### config.mk
export PLATFORM = sky130hd
export DESIGN_NAME = smb_idxblk_target
export DESIGN_NICKNAME = d
export VERILOG_FILES = /design/src/rtl/smb_idx_pkg.sv /design/src/rtl/smb_line_sync.sv /design/src/rtl/smb_regfile.sv /design/src/rtl/smb_xfer_fsm.sv /design/src/rtl/smb_idxblk_target.sv
export SDC_FILE = /design/constraint.sdc
export NUM_CORES = 1
export LEC_CHECK = 0
export BUFFER_PORTS_ARGS = -buffer_cell sky130_fd_sc_hd__buf_4
export CAP_MARGIN = 15
export CELL_PAD_IN_SITES_DETAIL_PLACEMENT = 1
export CELL_PAD_IN_SITES_GLOBAL_PLACEMENT = 1
export CORE_MARGIN = 5
export CORE_UTILIZATION = 42
export DETAILED_ROUTE_END_ITERATION = 8
export PLACE_DENSITY_LB_ADDON = 0.1
export SYNTH_ARGS = -nofsm -noshare
export SYNTH_HDL_FRONTEND = slang
export SYNTH_HIERARCHICAL = 1
export SYNTH_SLANG_ARGS = --single-unit
### constraint.sdc
create_clock -name clk -period 2.57 [get_ports clk]
set_input_delay 0.771 -clock clk [delete_from_list [all_inputs] [get_ports clk]]
set_output_delay 0.771 -clock clk [all_outputs]
set_load 0.02 [all_outputs]
### src/rtl/smb_idx_pkg.sv
package smb_idx_pkg;

  typedef enum logic [2:0] {
    ST_IDLE,
    ST_RX,
    ST_RX_ACK,
    ST_TX,
    ST_TX_ACK
  } xfer_st_e;

  typedef enum logic [1:0] {
    FLD_ADDR,
    FLD_INDEX,
    FLD_COUNT,
    FLD_DATA
  } rx_field_e;

  localparam logic [7:0] CNT_RESET = 8'h05;

  function automatic logic [7:0] reg_reset(input int idx, input logic [7:0] ro_val);
    logic [7:0] v;
    case (idx)
      0:       v = 8'h07;
      1:       v = 8'h66;
      4:       v = ro_val;
      5:       v = 8'h08;
      6:       v = CNT_RESET;
      default: v = 8'h00;
    endcase
    return v;
  endfunction

  function automatic rx_field_e next_field(input rx_field_e f);
    rx_field_e n;
    case (f)
      FLD_ADDR:  n = FLD_INDEX;
      FLD_INDEX: n = FLD_COUNT;
      default:   n = FLD_DATA;
    endcase
    return n;
  endfunction

endpackage

### src/rtl/smb_line_sync.sv
module smb_line_sync #(
  parameter int STAGES = 2
) (
  input  logic clk,
  input  logic rst,
  input  logic scl_i,
  input  logic sda_i,
  output logic scl_q,
  output logic sda_q,
  output logic scl_rise,
  output logic scl_fall,
  output logic start_det,
  output logic stop_det
);

  logic [STAGES-1:0] scl_sh;
  logic [STAGES-1:0] sda_sh;
  logic              scl_d;
  logic              sda_d;

  always_ff @(posedge clk) begin
    if (rst) begin
      scl_sh <= '1;
      sda_sh <= '1;
      scl_d  <= 1'b1;
      sda_d  <= 1'b1;
    end else begin
      scl_sh <= {scl_sh[STAGES-2:0], scl_i};
      sda_sh <= {sda_sh[STAGES-2:0], sda_i};
      scl_d  <= scl_sh[STAGES-1];
      sda_d  <= sda_sh[STAGES-1];
    end
  end

  assign scl_q     = scl_sh[STAGES-1];
  assign sda_q     = sda_sh[STAGES-1];
  assign scl_rise  = scl_q & ~scl_d;
  assign scl_fall  = ~scl_q & scl_d;
  assign start_det = scl_q & scl_d & sda_d & ~sda_q;
  assign stop_det  = scl_q & scl_d & ~sda_d & sda_q;

endmodule

### src/rtl/smb_regfile.sv
module smb_regfile #(
  parameter int         NREG    = 7,
  parameter int         RO_IDX  = 4,
  parameter int         CNT_IDX = 6,
  parameter logic [7:0] RO_VAL  = 8'h21,
  localparam int        BANK_W  = NREG * 8
) (
  input  logic              clk,
  input  logic              rst,
  input  logic              wr_en,
  input  logic [7:0]        wr_idx,
  input  logic [7:0]        wr_data,
  input  logic [7:0]        rd_idx,
  output logic [7:0]        rd_data,
  output logic [7:0]        cnt_val,
  output logic [BANK_W-1:0] bank_o
);

  for (genvar g = 0; g < NREG; g++) begin : g_reg
    localparam logic [7:0] RST_V = smb_idx_pkg::reg_reset(g, RO_VAL);
    if (g == RO_IDX) begin : g_ro
      assign bank_o[g*8 +: 8] = RST_V;
    end else begin : g_rw
      logic [7:0] q;
      always_ff @(posedge clk) begin
        if (rst) begin
          q <= RST_V;
        end else if (wr_en && (wr_idx == 8'(g))) begin
          q <= wr_data;
        end
      end
      assign bank_o[g*8 +: 8] = q;
    end
  end

  always_comb begin
    rd_data = 8'h00;
    for (int i = 0; i < NREG; i++) begin
      if (rd_idx == 8'(i)) rd_data = bank_o[i*8 +: 8];
    end
  end

  assign cnt_val = bank_o[CNT_IDX*8 +: 8];

endmodule

### src/rtl/smb_xfer_fsm.sv
module smb_xfer_fsm
  import smb_idx_pkg::*;
#(
  parameter logic [6:0] TGT_ADDR = 7'h6E
) (
  input  logic       clk,
  input  logic       rst,
  input  logic       sda_q,
  input  logic       scl_rise,
  input  logic       scl_fall,
  input  logic       start_det,
  input  logic       stop_det,
  input  logic [7:0] rd_data,
  input  logic [7:0] cnt_val,
  output logic       wr_en,
  output logic [7:0] wr_idx,
  output logic [7:0] wr_data,
  output logic [7:0] rd_idx,
  output logic       sda_oe,
  output logic       idle
);

  xfer_st_e  state;
  rx_field_e field;
  logic [3:0] bitcnt;
  logic [7:0] shreg;
  logic [7:0] ptr;
  logic [7:0] wleft;
  logic       rd_mode;
  logic       host_ack;

  always_ff @(posedge clk) begin
    if (rst) begin
      state    <= ST_IDLE;
      field    <= FLD_ADDR;
      bitcnt   <= '0;
      shreg    <= '0;
      ptr      <= '0;
      wleft    <= '0;
      rd_mode  <= 1'b0;
      host_ack <= 1'b0;
      sda_oe   <= 1'b0;
      wr_en    <= 1'b0;
      wr_idx   <= '0;
      wr_data  <= '0;
    end else begin
      wr_en <= 1'b0;
      if (start_det) begin
        state  <= ST_RX;
        field  <= FLD_ADDR;
        bitcnt <= '0;
        sda_oe <= 1'b0;
      end else if (stop_det) begin
        state  <= ST_IDLE;
        sda_oe <= 1'b0;
      end else begin
        case (state)
          ST_RX: begin
            if (scl_rise && bitcnt != 4'd8) begin
              shreg  <= {shreg[6:0], sda_q};
              bitcnt <= bitcnt + 4'd1;
            end else if (scl_fall && bitcnt == 4'd8) begin
              bitcnt <= '0;
              case (field)
                FLD_ADDR: begin
                  if (shreg[7:1] == TGT_ADDR) begin
                    rd_mode <= shreg[0];
                    sda_oe  <= 1'b1;
                    state   <= ST_RX_ACK;
                  end else begin
                    state <= ST_IDLE;
                  end
                end
                FLD_INDEX: begin
                  ptr    <= shreg;
                  sda_oe <= 1'b1;
                  state  <= ST_RX_ACK;
                end
                FLD_COUNT: begin
                  wleft  <= shreg;
                  sda_oe <= 1'b1;
                  state  <= ST_RX_ACK;
                end
                default: begin
                  if (wleft != 8'd0) begin
                    wr_en   <= 1'b1;
                    wr_idx  <= ptr;
                    wr_data <= shreg;
                    ptr     <= ptr + 8'd1;
                    wleft   <= wleft - 8'd1;
                    sda_oe  <= 1'b1;
                    state   <= ST_RX_ACK;
                  end else begin
                    state <= ST_IDLE;
                  end
                end
              endcase
            end
          end
          ST_RX_ACK: begin
            if (scl_fall) begin
              if (field == FLD_ADDR && rd_mode) begin
                shreg  <= cnt_val;
                sda_oe <= ~cnt_val[7];
                bitcnt <= '0;
                state  <= ST_TX;
              end else begin
                sda_oe <= 1'b0;
                field  <= next_field(field);
                state  <= ST_RX;
              end
            end
          end
          ST_TX: begin
            if (scl_fall) begin
              if (bitcnt == 4'd7) begin
                sda_oe <= 1'b0;
                state  <= ST_TX_ACK;
              end else begin
                shreg  <= {shreg[6:0], 1'b0};
                sda_oe <= ~shreg[6];
                bitcnt <= bitcnt + 4'd1;
              end
            end
          end
          ST_TX_ACK: begin
            if (scl_rise) begin
              host_ack <= ~sda_q;
            end else if (scl_fall) begin
              if (host_ack) begin
                shreg  <= rd_data;
                sda_oe <= ~rd_data[7];
                ptr    <= ptr + 8'd1;
                bitcnt <= '0;
                state  <= ST_TX;
              end else begin
                state <= ST_IDLE;
              end
            end
          end
          default: ;
        endcase
      end
    end
  end

  assign rd_idx = ptr;
  assign idle   = (state == ST_IDLE);

endmodule

### src/rtl/smb_idxblk_target.sv
module smb_idxblk_target #(
  parameter int         NREG        = 7,
  parameter int         SYNC_STAGES = 2,
  parameter logic [6:0] TGT_ADDR    = 7'h6E,
  parameter int         RO_IDX      = 4,
  parameter int         CNT_IDX     = 6,
  parameter logic [3:0] REV_ID      = 4'h2,
  parameter logic [3:0] VEND_ID     = 4'h1,
  localparam int        BANK_W      = NREG * 8
) (
  input  logic              clk,
  input  logic              rst,
  input  logic              scl_i,
  input  logic              sda_i,
  output logic              sda_oe_o,
  output logic [BANK_W-1:0] reg_bank_o
);

  logic       scl_q;
  logic       sda_q;
  logic       scl_rise;
  logic       scl_fall;
  logic       start_det;
  logic       stop_det;
  logic       wr_en;
  logic [7:0] wr_idx;
  logic [7:0] wr_data;
  logic [7:0] rd_idx;
  logic [7:0] rd_data;
  logic [7:0] cnt_val;
  logic       fsm_idle;

  smb_line_sync #(.STAGES(SYNC_STAGES)) sync_i (
    .clk       (clk),
    .rst       (rst),
    .scl_i     (scl_i),
    .sda_i     (sda_i),
    .scl_q     (scl_q),
    .sda_q     (sda_q),
    .scl_rise  (scl_rise),
    .scl_fall  (scl_fall),
    .start_det (start_det),
    .stop_det  (stop_det)
  );

  smb_xfer_fsm #(.TGT_ADDR(TGT_ADDR)) fsm_i (
    .clk       (clk),
    .rst       (rst),
    .sda_q     (sda_q),
    .scl_rise  (scl_rise),
    .scl_fall  (scl_fall),
    .start_det (start_det),
    .stop_det  (stop_det),
    .rd_data   (rd_data),
    .cnt_val   (cnt_val),
    .wr_en     (wr_en),
    .wr_idx    (wr_idx),
    .wr_data   (wr_data),
    .rd_idx    (rd_idx),
    .sda_oe    (sda_oe_o),
    .idle      (fsm_idle)
  );

  smb_regfile #(
    .NREG    (NREG),
    .RO_IDX  (RO_IDX),
    .CNT_IDX (CNT_IDX),
    .RO_VAL  ({REV_ID, VEND_ID})
  ) regs_i (
    .clk     (clk),
    .rst     (rst),
    .wr_en   (wr_en),
    .wr_idx  (wr_idx),
    .wr_data (wr_data),
    .rd_idx  (rd_idx),
    .rd_data (rd_data),
    .cnt_val (cnt_val),
    .bank_o  (reg_bank_o)
  );

endmodule

# After elaboration in Yosys (flattened, before gate mapping)
# Index checks and enable logic that the tools add are counted.
# word_totals
elab_cells,193
in_bits,4
ff_bits,107
# op_classes
reduce_logical,35
addsub,3
n_bitwise,22
n_eq_ne,44
n_mux,66
# ops
op,count
two-way mux 8 bit,22
one-hot mux 8 bit (2 select lines),3
"equality test 8 x 3 -> 1 bit, second input constant",5
two-way mux 4 bit,9
"equality test 8 x 2 -> 1 bit, second input constant",4
one-hot mux 8 bit (4 select lines),1
AND reduction 10 bit,3
two-way mux 3 bit,7
AND reduction 7 bit,3
"!= test 4 x 1 -> 1 bit, second input constant",5
"equality test 8 x 1 -> 1 bit, second input constant",2
zero test 8 bit,2
"!= test 2 x 1 -> 1 bit, second input constant",8
one-hot mux 4 bit (4 select lines),1
AND reduction 8 bit,2
inverter 1 bit,15
two-way mux 1 bit,14
one-hot mux 3 bit (4 select lines),1
AND reduction 11 bit,1
logical AND 1 bit,9
OR reduction 9 bit,1
"adder 8 x 1 -> 8 bit, second input constant",1
two-way mux 2 bit,4
"!= test 2 bit, second input constant",4
27 further kinds,43

# Depth between registers and ports, before layout
# depth
word_depth,13
depth_mapped,10
ltp_nobuf,8

# Modules after synthesis
# The synthesis kept the hierarchy.
# modules_own_cells
mod,instances,cells_per_inst,area_per_inst_um2
smb_xfer_fsm,1,431,3226.8
smb_regfile,1,280,2481.1
smb_line_sync,1,16,190.2

# Worst setup path before layout
# OpenSTA, ideal clock, no wires.
# synth_timing
kind,register -> register
start,"register fsm_i.ptr[0], in the netlist fsm_i/rd_idx[0]"
end,register fsm_i.shreg[7]
setup_time_ps,70
slack_ps,317
arrival_time_ps,2183
path_stages_with_launch,10
cell_sequence,dfxtp_1 -> clkbuf_1 -> buf_1 -> o21ai_0 -> a21oi_1 -> o221a_2 -> o22a_1 -> o211ai_1 -> or3_1 -> a21oi_1
# synth_between
elab_chain_cells,12
elab_cells_between_ends,18
# synth_lines
element,line_no,text
from (decl),smb_xfer_fsm.sv:27,logic [7:0] ptr;
from (signal assigned),smb_xfer_fsm.sv:75,ptr <= shreg;
from (signal assigned),smb_xfer_fsm.sv:89,ptr <= ptr + 8'd1;
from (signal assigned),smb_xfer_fsm.sv:133,ptr <= ptr + 8'd1;
zero test 8 bit,smb_regfile.sv:39,if (rd_idx == 8'(i)) rd_data = bank_o[i*8 +: 8];
two-way mux 8 bit (6 in series),smb_regfile.sv:39,
two-way mux 8 bit *,smb_regfile.sv:39,
via rd_data[7],smb_idxblk_target.sv:29,logic [7:0] rd_data;
two-way mux 8 bit *,smb_xfer_fsm.sv:130,if (host_ack) begin
two-way mux 8 bit *,smb_xfer_fsm.sv:129,end else if (scl_fall) begin
two-way mux 8 bit *,smb_xfer_fsm.sv:127,if (scl_rise) begin
one-hot mux 8 bit (4 select lines) *,smb_xfer_fsm.sv:57,case (state)
to (signal assigned),smb_xfer_fsm.sv:60,"shreg <= {shreg[6:0], sda_q};"
to (signal assigned),smb_xfer_fsm.sv:120,"shreg <= {shreg[6:0], 1'b0};"
to (signal assigned),smb_xfer_fsm.sv:131,shreg <= rd_data;
to (decl),smb_xfer_fsm.sv:26,logic [7:0] shreg;
# Mark *: on every way through the listed nets, which the timed path passes. The rest lies on a longest branch. The select of a mux whose other input is x is not followed.
# A chain may end at the register's enable or synchronous reset.

# Worst setup path after layout
# layout_timing
start,"register fsm_i.ptr[0], in the netlist fsm_i/rd_idx[0]"
end,register fsm_i.shreg[6]
# Same word-level chain as after synthesis.

==> results_dict.tcl <==
set metrics [dict create \
    status "finished clean" \
    total_power_mw 3.30 \
    grt_usage_pct 24.6 \
    crit_required_ps 2800 \
    clkSlewWorstSetupHoldPaths_ps 80 \
    hold_viol 0 \
    ant_nets 0 \
    cts-root-to-sink-buffers 2 \
    layout_setup_ws_ps 224 \
    timing.rr.end "fsm_i/shreg[6]" \
    htree_levels 3 \
    rows 43 \
    post_cts_hold_buffer_count 0 \
    cell_area_placed_um2 6490 \
    place.gp.congestion 0.925 \
    layout.cell_area.non_filler_um2 6780 \
    route.vias.total 5566 \
    slew_viol_final 0 \
    final.period_utilization_pct 91.3 \
    leakage_power_summed_over_all_cells_nw 2.54 \
    worst_r2r_path_depth 8 \
    launching_instance_or_port_of_the_critical_path "fsm_i/rd_idx[0]" \
    wp_data_arrival_ps 2570 \
    layout-drive-gt1-share_pct 17.5 \
    reg2reg_slack_ps 220 \
    crit_path_end_kind "flop" \
    avgRoutedWirePerCell_um 21.1 \
    synth-warning-count 6 \
    post_layout_nonfiller_instances 950 \
    floorplan.core_area_um2 13800 \
    peakVddDrop_v 0.000296 \
    overflow 0 \
    clock_sink_count 107 \
    final_period_minus_worst_setup_slack_ps 2350 \
    detail_route.wirelength_um 20000 \
    io_buffers 52 \
    cp_peak_stage_delay_ps 740 \
    design.portCount 61 \
    worst_clock_skew_ps 12.0 \
    viasPerCell 5.86 \
    antenna_cells_inserted 0 \
    postLayoutCoreUtil_pct 49.1 \
    areaGrowthSynthToFinish_pct 15.1 \
    cts-buffers-inserted 9 \
    slew_headroom_pct 55.6 \
    post_cts.repair.setup_buffers 0 \
    max_cap_viol_count 0 \
    grt_pass1_vias 5792 \
    hp-class "reg2reg" \
    netlist_area_um2 5890 \
    die-height_um 128 \
    worstReg2RegStart "fsm_i/rd_idx[0]" \
    syn_avg_cell_area_um2 8.12 \
    startpoint_type "flop" \
    grt_antenna_before_repair 0 \
    clockRootBuffer "sky130_fd_sc_hd__clkbuf_16" \
    worst_hold_slack_ps 417 \
    finalSetupViolCount 0 \
    tightest_slew_ps 664 \
    start_util_pct 42.6 \
    detail_route.drc_violations 0 \
    critPathTopFamily "compound AO/OA/AOI/OAI gates" \
    drt_first_pass_iters 4 \
    setup_tns_ps 0 \
    layout.nets 781 \
    timing.critical_path.depth 8 \
    grt_first_pass_wirelength_um 32100 \
    worstSkewPairLatency_ps 360 \
    floorplan.die.width_um 128 \
    cts_tree "yes" \
    dr.first_iter.drc_count 444 \
    highest_delay_cell_along_the_critical_path "sky130_fd_sc_hd__dfxtp_1" \
    worstPathMaxFanout 14 \
    power_per_cell_area_nw_per_um2 486 \
    cp_cell_sequence "mux2_2 > o22ai_1 > nor2_1 > o221a_2 > o221ai_1 > a2bb2oi_1 > nand3_1 > a21oi_1" \
    grt_setup_unrepaired "no" \
    syn_inst_count 726 \
    endpoint "fsm_i/shreg[6]" \
    clock.fmax_mhz 426 \
    die-area_um2 16500 \
    critical_path_class "reg2reg" \
    timing.critical_path.buf_inv 0 \
    post-place-cells 934 \
    detailedPlace.worstSlack_ps 195 \
    dp_hpwl_um 14700 \
    num-fill-cells 1661 \
    largest_net_degree_at_the_start_of_global_routing 70 \
]
-- layout by cell type (no fill, tap or decap), drive strengths merged, types with 4 or more instances in the layout --
cell type,n
nor3,26
inv,18
nand2b,19
nand4,6
mux2i,38
nor3b,5
a31oi,6
nand3b,5
or4,6
o31ai,4
clkbuf,12
o221ai,11
and3,6
or3,7
o21ai,32
or2,10
nand3,17
a211oi,4
dfxtp,107
nor4,5
nor2,89
a21oi,70
conb,8
a2bb2oi,5
buf,88
nand2,71
o221a,7
mux2,9
ha,12
nor2b,8
o22ai,8
and4b,4
-- flip-flops by register name (all words and copies together), names as in the netlist --
signal,flops
sync_i/sda_sh,2
fsm_i/host_ack,1
fsm_i/wleft,8
fsm_i/field,2
regs_i/cnt_val,8
fsm_i/rd_idx,8
sync_i/sda_d,1
sync_i/scl_d,1
fsm_i/bitcnt,4
fsm_i/state,3
fsm_i/wr_idx,8
sync_i/scl_sh,2
fsm_i/sda_oe,1
fsm_i/wr_data,8
regs_i/g.g_rw.q,40
fsm_i/shreg,8
fsm_i/wr_en,1
fsm_i/rd_mode,1
-- worst min path at each step --
stage,from,to,slack (ps),cells past startpoint
2_1_floorplan,sync_i/scl_sh[0],sync_i/scl_sh[1],380,1
4_1_cts,sync_i/sda_sh[0],sync_i/sda_sh[1],420,1
6_report,sync_i/sda_sh[0],sync_i/sda_sh[1],420,1
3_5_place_dp,sync_i/sda_sh[0],sync_i/sda_sh[1],400,1
5_1_grt,sync_i/sda_sh[0],sync_i/sda_sh[1],430,1
3_3_place_gp,sync_i/sda_sh[0],sync_i/sda_sh[1],390,1
-- metal layers --
metal | vias up | global-route usage (%) | part of all wire, %
met5 | - | 0 | 0
met4 | 0 | 7.55 | 1.8
met3 | 23 | 3.20 | 3.5
met2 | 112 | 41.7 | 49
met1 | 2773 | 32.5 | 46
li1 | 2658 | - | -
-- layout make-up --
class | count | area [µm²] | area share, %
multi-input cells | 542 | 3370 | 49.7
repair buffers | 88 | 686 | 10.1
well taps | 180 | 225 | 3.32
clock buffers | 12 | 236 | 3.49
clock inverters | 4 | 56.3 | 0.830
inverters | 17 | 63.8 | 0.941
flip-flops and latches | 107 | 2140 | 31.6
-- power breakdown --
group / switching (mW) / total (mW) / internal, mW
clock network: 0.664 / 1.43 / 0.768
logic: 0.125 / 0.189 / 0.0637
registers: 0.0143 / 1.68 / 1.66
-- what timing repair did --
item,4_1_cts,5_1_grt
setup endpoints to repair,0,2
gates resized for setup,0,1
endpoints found under the hold margin,0,0
(Power assumes the default switching activity.)
